--- config.mk ---
export PLATFORM = sky130hd
export DESIGN_NAME = cc_capture
export DESIGN_NICKNAME = d
export VERILOG_FILES = /design/src/rtl/cc_cap_pkg.sv /design/src/rtl/cc_shift.sv /design/src/rtl/cc_line_track.sv /design/src/rtl/cc_route.sv /design/src/rtl/cc_capture.sv
export SDC_FILE = /design/constraint.sdc
export NUM_CORES = 1
export LEC_CHECK = 0
export ABC_AREA = 1
export CAP_MARGIN = 20
export CORE_AREA = 4 4 78 80
export DETAILED_ROUTE_END_ITERATION = 8
export DIE_AREA = 0 0 82 84
export PLACE_DENSITY = 0.79
export SYNTH_ARGS = -nofsm -noshare
export SYNTH_HDL_FRONTEND = slang
export SYNTH_SLANG_ARGS = --single-unit
--- constraint.sdc ---
create_clock -name clk -period 1.8 [get_ports clk]
set_clock_uncertainty 0.05 [all_clocks]
set_input_delay 0.36 -clock clk [delete_from_list [all_inputs] [get_ports clk]]
set_output_delay 0.36 -clock clk [all_outputs]
set_load 0.02 [all_outputs]
--- src/rtl/cc_cap_pkg.sv ---
package cc_cap_pkg;

  typedef enum logic [1:0] {
    MODE_DUAL      = 2'b00,
    MODE_PROG_ONLY = 2'b01,
    MODE_CC_ONLY   = 2'b10,
    MODE_DUAL_ALT  = 2'b11
  } slice_mode_e;

  localparam int ADDR_W = 3;

  localparam logic [ADDR_W-1:0] ADR_A_LO = 3'd0;
  localparam logic [ADDR_W-1:0] ADR_A_HI = 3'd1;
  localparam logic [ADDR_W-1:0] ADR_B_LO = 3'd2;
  localparam logic [ADDR_W-1:0] ADR_B_HI = 3'd3;
  localparam logic [ADDR_W-1:0] ADR_FLAG = 3'd4;

endpackage

--- src/rtl/cc_shift.sv ---
module cc_shift #(
  parameter int WORD_W = 16
) (
  input  logic              clk,
  input  logic              rst_n,
  input  logic              clr,
  input  logic              stb,
  input  logic              din,
  output logic [WORD_W-1:0] word
);

  logic [WORD_W-1:0] word_q, word_d;
  logic              word_en;

  always_comb begin
    word_en = clr | stb;
    word_d  = word_q;
    if (clr) begin
      word_d = '0;
    end else if (stb) begin
      word_d = {din, word_q[WORD_W-1:1]};
    end
  end

  always_ff @(posedge clk or negedge rst_n) begin
    if (!rst_n) begin
      word_q <= '0;
    end else if (word_en) begin
      word_q <= word_d;
    end
  end

  assign word = word_q;


  shift_entry_chk: assert property (@(posedge clk) disable iff (!rst_n)
    (stb && !clr) |=> (word[WORD_W-1] == $past(din)));


  shift_clear_chk: assert property (@(posedge clk) disable iff (!rst_n)
    clr |=> (word == '0));

endmodule

--- src/rtl/cc_line_track.sv ---
module cc_line_track #(
  parameter int LINE_W  = 5,
  parameter int CC_LINE = 21
) (
  input  logic              clk,
  input  logic              rst_n,
  input  logic              vsep,
  input  logic              line_start,
  input  logic [LINE_W-1:0] prog_line,
  output logic              vfall,
  output logic              end_evt,
  output logic              hit_cc,
  output logic              hit_prog
);

  localparam int               CNT_W   = LINE_W + 1;
  localparam logic [CNT_W-1:0] CNT_MAX = '1;
  localparam logic [CNT_W-1:0] CC_VAL  = CNT_W'(CC_LINE);

  logic             vsep_q;
  logic [CNT_W-1:0] cnt_q, cnt_d;
  logic             cnt_en;

  assign vfall   = vsep_q & ~vsep;
  assign end_evt = line_start & ~vfall;

  always_comb begin
    cnt_en = vfall | (line_start & (cnt_q != CNT_MAX));
    cnt_d  = vfall ? '0 : cnt_q + 1'b1;
  end

  always_ff @(posedge clk or negedge rst_n) begin
    if (!rst_n) begin
      vsep_q <= 1'b0;
      cnt_q  <= '0;
    end else begin
      vsep_q <= vsep;
      if (cnt_en) begin
        cnt_q <= cnt_d;
      end
    end
  end

  assign hit_cc   = (cnt_q == CC_VAL);
  assign hit_prog = (cnt_q == {1'b0, prog_line}) && (prog_line != '0);


  count_restart_chk: assert property (@(posedge clk) disable iff (!rst_n)
    vfall |=> (cnt_q == '0));


  count_hold_chk: assert property (@(posedge clk) disable iff (!rst_n)
    (!line_start && !vfall) |=> $stable(cnt_q));

endmodule

--- src/rtl/cc_route.sv ---
module cc_route
  import cc_cap_pkg::*;
#(
  parameter int WORD_W = 16
) (
  input  logic              clk,
  input  logic              rst_n,
  input  logic              vfall,
  input  logic              end_evt,
  input  logic              hit_cc,
  input  logic              hit_prog,
  input  slice_mode_e       mode,
  input  logic [WORD_W-1:0] word,
  output logic [WORD_W-1:0] pair_a,
  output logic [WORD_W-1:0] pair_b,
  output logic              flag_a,
  output logic              flag_b,
  output logic              irq
);

  logic              sel_a, sel_b, fire;
  logic              a_en, b_en;
  logic [WORD_W-1:0] pair_a_q, pair_a_d, pair_b_q, pair_b_d;
  logic              flag_a_q, flag_a_d, flag_b_q, flag_b_d;
  logic              irq_q, irq_d;

  always_comb begin
    unique case (mode)
      MODE_PROG_ONLY: begin sel_a = hit_prog; sel_b = 1'b0;     fire = hit_prog; end
      MODE_CC_ONLY:   begin sel_a = hit_cc;   sel_b = 1'b0;     fire = hit_cc;   end
      default:        begin sel_a = hit_cc;   sel_b = hit_prog; fire = hit_cc;   end
    endcase
  end

  always_comb begin
    a_en     = vfall | (end_evt & sel_a);
    b_en     = vfall | (end_evt & sel_b);
    pair_a_d = vfall ? '0 : word;
    pair_b_d = vfall ? '0 : word;
    flag_a_d = ~vfall;
    flag_b_d = ~vfall;
    irq_d    = end_evt & fire;
  end

  always_ff @(posedge clk or negedge rst_n) begin
    if (!rst_n) begin
      pair_a_q <= '0;
      flag_a_q <= 1'b0;
    end else if (a_en) begin
      pair_a_q <= pair_a_d;
      flag_a_q <= flag_a_d;
    end
  end

  always_ff @(posedge clk or negedge rst_n) begin
    if (!rst_n) begin
      pair_b_q <= '0;
      flag_b_q <= 1'b0;
    end else if (b_en) begin
      pair_b_q <= pair_b_d;
      flag_b_q <= flag_b_d;
    end
  end

  always_ff @(posedge clk or negedge rst_n) begin
    if (!rst_n) begin
      irq_q <= 1'b0;
    end else begin
      irq_q <= irq_d;
    end
  end

  assign pair_a = pair_a_q;
  assign pair_b = pair_b_q;
  assign flag_a = flag_a_q;
  assign flag_b = flag_b_q;
  assign irq    = irq_q;


  irq_single_chk: assert property (@(posedge clk) disable iff (!rst_n)
    irq |=> !irq);


  irq_flag_chk: assert property (@(posedge clk) disable iff (!rst_n)
    irq |-> flag_a);


  field_clear_chk: assert property (@(posedge clk) disable iff (!rst_n)
    vfall |=> (pair_a == '0 && pair_b == '0 && !flag_a && !flag_b && !irq));


  pair_b_idle_chk: assert property (@(posedge clk) disable iff (!rst_n)
    (end_evt && (mode == MODE_PROG_ONLY || mode == MODE_CC_ONLY)) |=>
      ($stable(pair_b) && $stable(flag_b)));


  midline_hold_chk: assert property (@(posedge clk) disable iff (!rst_n)
    (!end_evt && !vfall) |=> ($stable(pair_a) && $stable(pair_b)));

endmodule

--- src/rtl/cc_capture.sv ---
module cc_capture
  import cc_cap_pkg::*;
#(
  parameter int WORD_W  = 16,
  parameter int LINE_W  = 5,
  parameter int CC_LINE = 21
) (
  input  logic                clk,
  input  logic                rst_n,
  input  logic                vsep,
  input  logic                line_start,
  input  logic                data_stb,
  input  logic                data_bit,
  input  logic [1:0]          mode,
  input  logic [LINE_W-1:0]   prog_line,
  input  logic [ADDR_W-1:0]   rd_addr,
  output logic [WORD_W/2-1:0] rd_data,
  output logic                irq
);

  localparam int BYTE_W = WORD_W / 2;

  logic              vfall, end_evt, hit_cc, hit_prog;
  logic [WORD_W-1:0] word, pair_a, pair_b;
  logic              flag_a, flag_b;

  cc_line_track #(.LINE_W(LINE_W), .CC_LINE(CC_LINE)) track_i (
    .clk        (clk),
    .rst_n      (rst_n),
    .vsep       (vsep),
    .line_start (line_start),
    .prog_line  (prog_line),
    .vfall      (vfall),
    .end_evt    (end_evt),
    .hit_cc     (hit_cc),
    .hit_prog   (hit_prog)
  );

  cc_shift #(.WORD_W(WORD_W)) shift_i (
    .clk   (clk),
    .rst_n (rst_n),
    .clr   (line_start | vfall),
    .stb   (data_stb),
    .din   (data_bit),
    .word  (word)
  );

  cc_route #(.WORD_W(WORD_W)) route_i (
    .clk      (clk),
    .rst_n    (rst_n),
    .vfall    (vfall),
    .end_evt  (end_evt),
    .hit_cc   (hit_cc),
    .hit_prog (hit_prog),
    .mode     (slice_mode_e'(mode)),
    .word     (word),
    .pair_a   (pair_a),
    .pair_b   (pair_b),
    .flag_a   (flag_a),
    .flag_b   (flag_b),
    .irq      (irq)
  );

  always_comb begin
    rd_data = '0;
    unique case (rd_addr)
      ADR_A_LO: rd_data = pair_a[BYTE_W-1:0];
      ADR_A_HI: rd_data = pair_a[WORD_W-1:BYTE_W];
      ADR_B_LO: rd_data = pair_b[BYTE_W-1:0];
      ADR_B_HI: rd_data = pair_b[WORD_W-1:BYTE_W];
      ADR_FLAG: rd_data = {{(BYTE_W-2){1'b0}}, flag_b, flag_a};
      default:  rd_data = '0;
    endcase
  end

endmodule

Word level (Yosys, flattened, before mapping)
Cells that the tools add are included.
{ "op_classes": {"bitwise": 12, "div_mod_pow": 0, "n_addsub": 1, "magnitude_cmp": 0, "muxes": 7, "n_mul": 0, "n_eq_ne": 9, "reduce_logical": 6, "shifts": 0} }
{ "ops": {"columns": ["cell", "count"], "rows": [
  ["$mux W16", 3],
  ["$pmux W8 S5", 1],
  ["$add A6 B1 Y6 const B", 1],
  ["$eq A3 B2 Y1 const B", 2],
  ["$eq A6 B5 Y1", 1],
  ["$eq A6 B5 Y1 const B", 1],
  ["$mux W6", 1],
  ["$ne A6 B6 Y1 const B", 1],
  ["$and A1 B1 Y1", 5],
  ["$or A1 B1 Y1", 5],
  ["$reduce_bool A5 Y1", 1],
  ["$eq A3 B1 Y1 const B", 1],
  ["$eq A3 B3 Y1 const B", 1],
  ["$logic_not A3 Y1", 1],
  ["$eq A2 B1 Y1 const B", 1],
  ["$eq A2 B2 Y1 const B", 1],
  ["$mux W1", 2],
  ["$not A1 Y1", 2],
  ["$reduce_and A2 Y1", 1],
  ["$reduce_bool A2 Y1", 1],
  ["$reduce_or A2 Y1", 1],
  ["$logic_and A1 B1 Y1", 1]
]} }
{ "word_totals": {"latch_bits": 0, "rom_bits": 0, "n_memories": 0, "register_bits": 58, "ramBits": 0, "elab_cells": 43, "in_bits": 16, "output_inout_bits": 9} }

Depth between registers and ports, before layout
{ "logic_depth": {"word_depth": 6, "ltp_mapped": 11, "depth_no_buf": 10} }

Cells and area by module
Synthesis repeated with hierarchy kept, for this count alone.
{ "hier_totals": {"hier_cells": 398, "area_unflattened_um2": 3193.1} }
{ "by_module_without_submodules": {"columns": ["module", "area_each_um2", "instances", "cells_per_inst"], "rows": [
  ["cc_route", 1671.6, 1, 192],
  ["cc_shift", 650.6, 1, 70],
  ["cc_line_track", 521.8, 1, 74],
  ["cc_capture", 349.1, 1, 62]
]} }

Worst setup path before layout
No wires, ideal clock.
{ "synth_timing": {"path_kind": "input-to-output", "start": "in rd_addr[2]", "end": "out rd_data[5]", "t_required_ns": 1.390, "path_slack_ns": 0.223, "t_arrival_ns": 1.167, "stages": 3, "path_cell_list": "nor3_1 > nand2_1 > nand4_1"} }
{ "synth_via": {"elab_chain_len": 2, "word_cells_on_any_way": 6, "classes_between": "4 x eq/ne; 1 x mux; 1 x reduce/logical"} }
{ "synth_lines": {"columns": ["item", "line", "text"], "rows": [
  ["from (decl)", "cc_capture.sv:16", "input logic [ADDR_W-1:0] rd_addr,"],
  ["$eq A3 B3 Y1, or another cell as far along", "cc_capture.sv:66", "unique case (rd_addr)"],
  ["$pmux W8 S5 *", "cc_capture.sv:66", null],
  ["to (decl)", "cc_capture.sv:17", "output logic [WORD_W/2-1:0] rd_data,"]
]} }
Mark *: on every way between the ends. The rest lies on a longest branch, timed or not.

Worst setup path in the final report
{ "layout_timing": {"start": "reg route_i.irq_q (netlist: route_i.irq)", "end": "out irq"} }
{ "layout_lines": {"columns": ["item", "line", "text"], "rows": [
  ["from (decl)", "cc_route.sv:25", "logic irq_q, irq_d;"],
  ["from (signal assigned)", "cc_route.sv:69", "irq_q <= irq_d;"],
  ["to (decl)", "cc_capture.sv:18", "output logic irq"]
]} }
No word-level cell between the ends.

==> metrics.csv <==
stage;metric;value;unit
yosys;Synth Area in Simple Gates;0.385;
worst_setup_path;Worst path top cell family by delay;buffers and inverters;
final_layout;proportion of layout cells with a drive suffix above 1;0.156;
final_layout;commonest non-fill, non-tap cell in the layout;nand2_1;
yosys;post-synth top area cell;dfrtp_1;
timing;Hold Fails Final Rpt;0;
clock_network;# H-tree levels;3;
placement;Detail Placement HPWL;4.68;mm
routing;post-route ant nets;0;
floorplanning;Die X-Extent;82;um
placement;GPL Wtd Cong;0.908;
final_layout;Layout Area Growth over Synthesis;21.7;%
floorplanning;num ports;25;
worst_setup_path;Largest stage delay, worst path;0.59;ns
routing;drt wl/cell;15.1;um
clock_network;latest clock arrival within the worst-skew pair;0.34;ns
flow_run;MaxCap Viol Count;0;
global_route;initial antenna violation count;0;
worst_setup_path;crit path from;route_i.irq;
yosys;Synth Area in Compound Gates;0.0209;
yosys;Adder-Cell Fraction of Synth Area;0.0130;
worst_setup_path;R2R cell count;8;
timing;Tcrit/Tclk final;0.923;
worst_setup_path;Worst R2R Setup Slack;0.20;ns
routing;Routed WL;7.01;mm
worst_setup_path;CP Data Required Time;1.39;ns
yosys;main combinational cell family by area after synthesis;simple AND/OR/NAND/NOR gates;
floorplanning;core area;5410;sq um
yosys;number of synthesis warnings;0;
power;PD cells;857;nW/um^2
worst_hold_path;Hold Crit Depth;2;
floorplanning;Initial Util;0.532;
routing;Via-to-Cell Ratio;5.65;
final_layout;Final nets;405;
timing;Slew @ Worst Pin;0.464;ns
timing;Setup Viol. Count Final;0;
global_route;Total Routing Usage GR;0.224;
clock_network;CTS Root Cell;clkbuf_8;
worst_setup_path;Worst setup EP type;primary output;
worst_setup_path;Worst Path Max Fanout;1;
yosys;register area share after synthesis;0.505;
clock_network;cts bufs inserted;9;
floorplanning;Die ar.;6890;sq um
worst_setup_path;Arr. time, crit path;1.25;ns
yosys;library cells used by synthesis;25;
final_layout;Util after Layout;0.647;
floorplanning;die height;84;um
worst_setup_path;slowest CP cell;clkdlybuf4s50_1;
power;maximum VDD drop;0.571;mV
clock_network;CTS Buffer Depth;2;
clock_network;Clock Sinks;58;
global_route;largest net degree at the start of global routing;59;
timing;Slew headroom;0.690;
routing;Iter 0 DRT Violations;272;
yosys;top-area cell type share of the netlist area;0.505;
power;total chip power;3000;uW
timing;Max Slew Vio Count;0;
timing;fmax;602;MHz
yosys;synthesized cell area;2880;sq um
yosys;Mapped Avg Cell Area;8.27;sq um
run_status;status;completed;
worst_setup_path;worst flop-to-flop path startpoint;track_i.cnt_q[0];
routing;via count;2617;
worst_setup_path;Worst path depth;1;
worst_setup_path;RR Endpoint;route_i.pair_a[12];
clock_network;Clock transition at path regs;0.06;ns
timing;RSZ-0062 raised after global routing;false;
worst_setup_path;crit-path cells;clkdlybuf4s50_1;
worst_setup_path;Worst Path Buf+Inv;1;
worst_hold_path;worst min-delay path class;flop to flop;
yosys;Synth Register Bits;58;
worst_setup_path;WS Path Type;flop to primary output;
worst_setup_path;startpoint class of the critical path;flop;
floorplanning;FP Rows;27;
yosys;xor/xnor cell area share of the yosys netlist;0.00913;
yosys;Net Count, Synth;367;
worst_hold_path;min-delay src;route_i.pair_b[8];
yosys;Mapped Cells;348;
placement;IO buf count;24;
global_route;first-pass GRT wire length;11.8;mm
timing;minimum clock period;1.66;ns
routing;DRC Markers;0;
global_route;vias in the first global route;2445;
routing;first drt pass iteration count;4;
clock_network;CTS tree;built;
final_layout;ant diodes;0;
global_route;Overflow after GRT;0;
yosys;main area contributors after synthesis;dfrtp_1 50%, nand3_1 14%, nand2_1 12%;
worst_hold_path;Hold Path Sink;route_i.pair_b[8];
power;leakage;0.00184;uW
final_layout;commonest non-fill, non-tap cells in the layout;94 x nand2_1, 83 x nand3_1, 58 x dfrtp_1;
yosys;mux contribution to synthesized area;0;
## worst max-delay path by stage
stage                        endpoint  slack, ns
floorplan                  rd_data[5]       0.22
global placement           rd_data[3]      -0.66
detailed placement         rd_data[3]      -0.70
CTS                        rd_data[1]      0.001
global route        route_i.pair_a[8]      0.006
finish                            irq       0.14
## layout make-up
cell class,instances,area [sq um]
repair buffers,45,403
well taps,72,90.1
clock buffers,12,155
clock inverters,4,73.8
fillers,475,1910
inverters,23,86.3
multi-input cells,249,1240
flip-flops and latches,58,1450
## through the flow
step                setup slack, ns  hold slack (ns)  cell area (sq um)  instances  setup TNS, ns
floorplan                     0.223           0.0144               2880        348              0
global placement             -0.655            0.333               3290        446          -7.70
detailed placement           -0.700            0.330               3290        446          -9.16
CTS                         0.00133            0.445               3500        463              0
global route                0.00627            0.454               3500        463              0
finish                        0.139            0.450               3500        463              0
## registers in the layout (all words and copies together), names as in the netlist
name and count:
route_i.pair_a 16, route_i.pair_b 16, shift_i.word 16, track_i.cnt_q 6
route_i.flag_a 1, route_i.flag_b 1, route_i.irq 1, track_i.vsep_q 1
## logic make-up after synthesis
group / count (synthesis)
xor+xnor: 3
flops: 58
buf+inv: 41
simple gates: 231
compound gates: 12
fa+ha+maj: 3
## power breakdown
group          switching (uW)  total [uW]  internal (uW)
sequential               25.3        1350           1320
combinational             172         282            110
clock                     511        1370            855
## timing repair
action,4_1_cts,5_1_grt
hold endpoints to repair,58,0
setup endpoints to repair,8,8
buffers inserted,0,0
hold buffers,1,0
pin swaps,2,1
resized for setup,39,11
## per-layer routing
metal,vias up,track usage,share of wire
met3,15,0.0508,0.062
met2,102,0.330,0.47
li1,1253,-,-
met1,1247,0.304,0.44
met5,-,0,0
met4,0,0.115,0.029
## synth_stat cells
| library cell | count |
|---|---|
| nand4_1 | 26 |
| o21ai_0 | 8 |
| nand2_2 | 2 |
| nand3_1 | 83 |
| and2_4 | 1 |
| nand3_4 | 1 |
| nor2_4 | 2 |
| buf_8 | 1 |
| nand2_4 | 1 |
| xor2_1 | 3 |
| buf_2 | 3 |
| dfrtp_1 | 58 |
| a21oi_1 | 4 |
| ha_1 | 3 |
| clkbuf_4 | 1 |
| nand2_1 | 94 |
| nand3b_1 | 1 |
| buf_6 | 2 |
| inv_1 | 23 |
| nor2_2 | 1 |
| nand3_2 | 2 |
| clkbuf_1 | 9 |
| nor2_1 | 13 |
| buf_4 | 2 |
| nor3_1 | 4 |
(Power assumes the default switching activity.)
